$ cat src/rtl/disp_timing_pkg.sv
package disp_timing_pkg;
  localparam int ADDR_W  = 4;
  localparam int NUM_TIM = 7;

  typedef enum logic [ADDR_W-1:0] {
    A_HTOT = 4'd0,
    A_HBLK = 4'd1,
    A_HSYN = 4'd2,
    A_VTOT = 4'd3,
    A_VBLK = 4'd4,
    A_VSYN = 4'd5,
    A_SRC  = 4'd6,
    A_PCFG = 4'd7,
    A_STAT = 4'd8
  } reg_addr_e;

  localparam int CFG_EN_BIT  = 31;
  localparam int CFG_ACT_BIT = 30;
endpackage

$ cat src/rtl/axis_calc.sv
module axis_calc #(
  parameter int CNT_W = 16,
  localparam int WORD_W = 2 * CNT_W
) (
  input  logic [CNT_W-1:0]  active,
  input  logic [CNT_W-1:0]  front,
  input  logic [CNT_W-1:0]  sync_w,
  input  logic [CNT_W-1:0]  blank,
  output logic [WORD_W-1:0] tot_word,
  output logic [WORD_W-1:0] blk_word,
  output logic [WORD_W-1:0] syn_word,
  output logic [CNT_W-1:0]  act_m1
);
  function automatic logic [CNT_W-1:0] m1(input logic [CNT_W-1:0] v);
    return v - CNT_W'(1);
  endfunction

  function automatic logic [WORD_W-1:0] pair(input logic [CNT_W-1:0] lo,
                                             input logic [CNT_W-1:0] hi);
    return {m1(hi), m1(lo)};
  endfunction

  logic [CNT_W-1:0] sync_beg, sync_fin, total;

  always_comb begin
    sync_beg = active + front;
    sync_fin = sync_beg + sync_w;
    total    = active + blank;
    tot_word = pair(active, total);
    blk_word = pair(active, total);
    syn_word = pair(sync_beg, sync_fin);
    act_m1   = m1(active);
  end
endmodule

$ cat src/rtl/write_guard.sv
module write_guard (
  input  logic clk,
  input  logic rst_n,
  input  logic lock,
  input  logic attempt,
  input  logic clr_req,
  output logic accept,
  output logic reject,
  output logic err_q
);
  assign accept = attempt && !lock;
  assign reject = attempt && lock;

  always_ff @(posedge clk) begin
    if (!rst_n)       err_q <= 1'b0;
    else if (reject)  err_q <= 1'b1;
    else if (clr_req) err_q <= 1'b0;
  end


  err_set_chk: assert property (@(posedge clk) disable iff (!rst_n)
    reject |=> err_q);

  err_clr_chk: assert property (@(posedge clk) disable iff (!rst_n)
    (clr_req && !reject) |=> !err_q);

  err_rise_chk: assert property (@(posedge clk) disable iff (!rst_n)
    $rose(err_q) |-> $past(reject));
endmodule

$ cat src/rtl/disp_timing_bank.sv
module disp_timing_bank
  import disp_timing_pkg::*;
#(
  parameter int CNT_W = 16,
  localparam int DATA_W = 2 * CNT_W
) (
  input  logic              clk,
  input  logic              rst_n,
  input  logic              load_en,
  input  logic [CNT_W-1:0]  h_active,
  input  logic [CNT_W-1:0]  h_front,
  input  logic [CNT_W-1:0]  h_sync,
  input  logic [CNT_W-1:0]  h_blank,
  input  logic [CNT_W-1:0]  v_active,
  input  logic [CNT_W-1:0]  v_front,
  input  logic [CNT_W-1:0]  v_sync,
  input  logic [CNT_W-1:0]  v_blank,
  input  logic              pipe_active_i,
  input  logic              wr_en,
  input  logic [ADDR_W-1:0] wr_addr,
  input  logic [DATA_W-1:0] wr_data,
  input  logic              rd_en,
  input  logic [ADDR_W-1:0] rd_addr,
  output logic [DATA_W-1:0] rd_data,
  output logic              err_o
);
  logic [CNT_W-1:0]  ax_act [2];
  logic [CNT_W-1:0]  ax_fp  [2];
  logic [CNT_W-1:0]  ax_sw  [2];
  logic [CNT_W-1:0]  ax_bl  [2];
  logic [DATA_W-1:0] ax_tot [2];
  logic [DATA_W-1:0] ax_blk [2];
  logic [DATA_W-1:0] ax_syn [2];
  logic [CNT_W-1:0]  ax_am1 [2];

  assign ax_act[0] = h_active; assign ax_act[1] = v_active;
  assign ax_fp[0]  = h_front;  assign ax_fp[1]  = v_front;
  assign ax_sw[0]  = h_sync;   assign ax_sw[1]  = v_sync;
  assign ax_bl[0]  = h_blank;  assign ax_bl[1]  = v_blank;

  for (genvar a = 0; a < 2; a++) begin : g_axis
    axis_calc #(.CNT_W(CNT_W)) u_calc (
      .active  (ax_act[a]),
      .front   (ax_fp[a]),
      .sync_w  (ax_sw[a]),
      .blank   (ax_bl[a]),
      .tot_word(ax_tot[a]),
      .blk_word(ax_blk[a]),
      .syn_word(ax_syn[a]),
      .act_m1  (ax_am1[a])
    );
  end

  logic [DATA_W-1:0] ld_word [NUM_TIM];
  always_comb begin
    ld_word[A_HTOT] = ax_tot[0];
    ld_word[A_HBLK] = ax_blk[0];
    ld_word[A_HSYN] = ax_syn[0];
    ld_word[A_VTOT] = ax_tot[1];
    ld_word[A_VBLK] = ax_blk[1];
    ld_word[A_VSYN] = ax_syn[1];
    ld_word[A_SRC]  = {ax_am1[0], ax_am1[1]};
  end

  logic [DATA_W-1:0] treg_q [NUM_TIM];
  logic [DATA_W-1:0] cfg_q;
  logic lock, tim_wr, attempt, clr_req, accept, reject;

  assign lock    = cfg_q[CFG_EN_BIT] || pipe_active_i;
  assign tim_wr  = wr_en && (wr_addr < ADDR_W'(NUM_TIM));
  assign attempt = load_en || tim_wr;
  assign clr_req = rd_en && (rd_addr == A_STAT);

  write_guard u_guard (
    .clk    (clk),
    .rst_n  (rst_n),
    .lock   (lock),
    .attempt(attempt),
    .clr_req(clr_req),
    .accept (accept),
    .reject (reject),
    .err_q  (err_o)
  );

  always_ff @(posedge clk) begin
    if (!rst_n) begin
      for (int i = 0; i < NUM_TIM; i++) treg_q[i] <= '0;
      cfg_q <= '0;
    end else begin
      if (accept) begin
        for (int i = 0; i < NUM_TIM; i++) begin
          if (load_en)                          treg_q[i] <= ld_word[i];
          else if (wr_addr == ADDR_W'(i))       treg_q[i] <= wr_data;
        end
      end
      if (wr_en && wr_addr == A_PCFG) cfg_q <= wr_data;
    end
  end

  always_comb begin
    rd_data = '0;
    if (rd_addr < ADDR_W'(NUM_TIM)) rd_data = treg_q[rd_addr[2:0]];
    else if (rd_addr == A_PCFG) begin
      rd_data = cfg_q;
      rd_data[CFG_ACT_BIT] = pipe_active_i;
    end else if (rd_addr == A_STAT) rd_data = {{(DATA_W-1){1'b0}}, err_o};
  end

  for (genvar r = 0; r < NUM_TIM; r++) begin : g_hold

    lock_hold_chk: assert property (@(posedge clk) disable iff (!rst_n)
      lock |=> $stable(treg_q[r]));
  end


  cfg_write_chk: assert property (@(posedge clk) disable iff (!rst_n)
    (wr_en && wr_addr == A_PCFG) |=> (cfg_q == $past(wr_data)));
endmodule

$ cat config.mk
export PLATFORM = sky130hd
export DESIGN_NAME = disp_timing_bank
export DESIGN_NICKNAME = d
export VERILOG_FILES = /design/src/rtl/disp_timing_pkg.sv /design/src/rtl/axis_calc.sv /design/src/rtl/write_guard.sv /design/src/rtl/disp_timing_bank.sv
export SDC_FILE = /design/constraint.sdc
export NUM_CORES = 1
export LEC_CHECK = 0
export ABC_AREA = 1
export BUFFER_PORTS_ARGS = -buffer_cell sky130_fd_sc_hd__buf_4
export CORE_MARGIN = 2
export CORE_UTILIZATION = 40
export CTS_CLUSTER_DIAMETER = 150
export DETAILED_ROUTE_END_ITERATION = 10
export HOLD_SLACK_MARGIN = 0.05
export MAX_ROUTING_LAYER = met4
export PLACE_DENSITY = 0.65
export SLEW_MARGIN = 30
export SYNTH_ARGS = -nofsm -noshare
export SYNTH_HDL_FRONTEND = slang
export SYNTH_SLANG_ARGS = --single-unit
export TNS_END_PERCENT = 1
$ cat constraint.sdc
create_clock -name clk -period 3.85 [get_ports clk]
set_input_delay 0.1925 -clock clk [delete_from_list [all_inputs] [get_ports clk]]
set_output_delay 0.1925 -clock clk [all_outputs]
set_load 0.01 [all_outputs]
==> flow_summary.json <==
{
  "cts_max_level": 1,
  "relSlewSlack_pct": 34.09,
  "tns_ns": 0,
  "synth-async-reset-ratio_pct": 0,
  "cts_setup_buffers": 0,
  "slew_viol_final": 0,
  "dr_wl_met2_mm": 32.96,
  "synth_cells": 2583,
  "cap_viol_max_count": 0,
  "vias": 19450,
  "final_layout_size_suffix_gt1_share_pct": 11.97,
  "drtPass1Iterations": 7,
  "synth-edff-count": 224,
  "crit_fanout": 6,
  "synth-main-ff-cell": "edfxtp_1",
  "synthSimpleGateAreaFrac_pct": 21.62,
  "viasPerCell": 5.668,
  "synth.area.mux_share_pct": 0,
  "numPortBuffers": 206,
  "period_needed_ns": 3.270,
  "max-vdd-ir-drop_mv": 0.3109,
  "num_io_pins": 207,
  "layout.nets": 3113,
  "drc_errors": 0,
  "multi_input_area_um2": 10150,
  "wl_per_cell_um": 22.05,
  "cts_resized": 0,
  "die_y_um": 223.6,
  "start_util_pct": 40.48,
  "critical_path_required_ns": 4.13,
  "synthesis.area_um2": 19290,
  "numClockSinks": 256,
  "max_freq_mhz": 305.8,
  "area_growth_pct": 17.85,
  "grt_pass1_wl_mm": 112.2,
  "crit_path_top_delay_cell": "ha_1",
  "core.rowCount": 80,
  "ys_ff_latch": 256,
  "leakage_uw": 0.01026,
  "wl_met3_mm": 9.015,
  "status": "complete, no violations",
  "gp_congestion": 1.023,
  "fill_cells": 4673,
  "totalWireLength_mm": 75.65,
  "p_per_area_nw_per_um2": 379.1,
  "synth_fa_ha_area_share_pct": 9.576,
  "synth_nets": 2901,
  "cts-buffers-inserted": 27,
  "drt.antenna.violating_nets": 0,
  "finalWorstSetupSlack_ns": 0.5799,
  "synth_top_family_by_area": "simple AND/OR/NAND/NOR gates",
  "rsz0062_at_grt": "no",
  "clk_pin_slew_worst_paths_ns": 0.06,
  "yosys_warnings": 0,
  "grt_pass1_vias": 18330,
  "finalHoldViolCount": 0,
  "top_layer_used": "met4",
  "seqCellArea_um2": 7367,
  "hold_ws_ns": 0.05651,
  "drt-met1-wl_mm": 31.24,
  "grt_max_degree": 81,
  "criticalPathCategory": "primary input to flop",
  "crit_arrival_ns": 3.55,
  "synth_cell_types": 44,
  "clock_skew_ns": 0.006669,
  "dp_hpwl_mm": 57.64,
  "grt.overflow.total": 0,
  "drt_iter0_drc": 2273,
  "die_w_um": 223.6,
  "clockBufferDepth": 3,
  "mostFrequentLayoutCell": "nand2_1",
  "synth_area_per_cell_um2": 7.467,
  "setup_viol": 0,
  "fp.coreArea_um2": 47650,
  "cp_top_family": "simple AND/OR/NAND/NOR gates",
  "dieArea_um2": 49990,
  "root_buffer": "clkbuf_16",
  "synth_compound_area_share_pct": 18.20,
  "crit_path_frequent_cell": "inv_1",
  "yosysSeqAreaShare_pct": 38.20,
  "antenna_found_initial": 4,
  "track_usage_pct": 30.59,
  "critPathCaptureType": "flop",
  "hp-class": "primary input to flop",
  "tightestPinTransition_ns": 0.9854,
  "insertion_delay_ns": 0.53,
  "crit_path_start_kind": "primary input",
  "slowest_delay_ns": 0.42,
  "cp_cell_sequence": "buf_4 > ha_1 > nand2_2 > inv_1 > a21oi_1 > nand2_1 > or2_1 > nand2_1 > inv_1 > or2_2 > ha_1 > inv_1 > nor3_1 > nand3_1 > nand3_1 > a31o_2 > a21oi_1 > o21ai_0 > o21ai_1",
  "final_cell_mix": "nand2_1, inv_1, o21ai_0",
  "min_period_over_period_pct": 84.94,
  "dp_slack_ns": 0.09923,
  "cts_tree": "done",
  "synth-xor-area-share_pct": 3.121,
  "critPathBufInv": 4
}
[layer usage]
| metal | global-route usage (%) | vias to the layer above |
|---|---|---|
| met4 | 8.495 | 0 |
| li1 | - | 9115 |
| met3 | 6.178 | 143 |
| met2 | 47.24 | 1139 |
| met5 | - | - |
| met1 | 40.90 | 9050 |
[metrics by stage]
| stage | area, um2 | util (%) | power, uW | instances |
|---|---|---|---|---|
| 2_1_floorplan | 19290 | - | 5040 | 2583 |
| 3_3_place_gp | 21550 | 45.23 | 6028 | 3347 |
| 3_5_place_dp | 21560 | 45.25 | 6060 | 3347 |
| 4_1_cts | 22720 | 47.69 | 8530 | 3430 |
| 5_1_grt | 22730 | 47.70 | 8995 | 3431 |
| 6_report | 22730 | 47.70 | 8617 | 3431 |
[worst paths after layout]
path / start / endpoint / slack [ns] / depth (start not counted)
worst max register to register: cfg_q[31]$_SDFFE_PN0P_ / treg_q[5][19]$_DFFE_PP_ / 1.39 / 6
worst max-delay path: v_active[6] / treg_q[5][29]$_DFFE_PP_ / 0.58 / 19
worst min-delay path: v_active[0] / treg_q[4][0]$_SDFFCE_PN0P_ / 0.06 / 2
worst min register to register: cfg_q[3]$_SDFFE_PN0P_ / cfg_q[3]$_SDFFE_PN0P_ / 0.45 / 2
[synth_stat cells, types with 3 or more instances]
cell      count  area (um2)
xnor2_1      21       183.9
nor2_2        6       37.54
o21bai_1      5       37.54
nand4_1      25       156.4
o22ai_1      82       513.0
fa_1          6       120.1
edfxtp_1    224        6726
nand2_2       7       43.79
buf_2        16       80.08
o21a_1       11       82.58
inv_2         5       18.77
inv_1       371        1393
buf_1         5       18.77
nand2_1     571        2143
a21o_1        3       22.52
nor2_1      193       724.4
dfxtp_1      32       640.6
xor2_1       44       385.4
o21ai_1       5       25.02
o31ai_1       3       22.52
nor3_1       11       55.05
and2_1        3       18.77
o221ai_1      4       35.03
a21oi_1     188       940.9
ha_1        138        1727
a211oi_1     12       90.09
a31oi_1       8       50.05
nand3b_1     15       112.6
clkbuf_1     73       274.0
o21ai_0     327        1637
or2_2        29       181.4
a21boi_0      3       22.52
nor4_1        5       31.28
nand3_1     118       590.6
[what timing repair did]
| item | in CTS | in global routing |
|---|---|---|
| hold buffers | 34 | 0 |
| setup endpoints to repair | 0 | 0 |
| endpoints found under the hold margin | 47 | 0 |
[power by group]
part	switching (uW)	internal (uW)
sequential	52.8	3220
combinational	1860	976
clock	1090	1420
[cell families after synthesis]
kind of cell / count (synthesis)
and+or+nand+nor: 990
AOI/OAI and AO/OA: 655
adders and majority gates: 144
xor gates and xnor gates: 67
buffers and inverters: 471
DFF: 256
[final cells by class]
cell class / count / area share (%)
diodes: 1 / 0.01101
clock buffers: 34 / 3.088
clock inverters: 15 / 0.5230
inverters: 376 / 6.210
multi-input cells: 1856 / 44.65
flip-flops and latches: 256 / 32.41
well taps: 615 / 3.386
repair buffers: 278 / 9.722
[registers in the layout, indices dropped and copies added, names as in the netlist]
register       flops
u_guard.err_q      1
treg_q           224
cfg_q             31
Note: power is estimated with default switching activity, not from simulation.
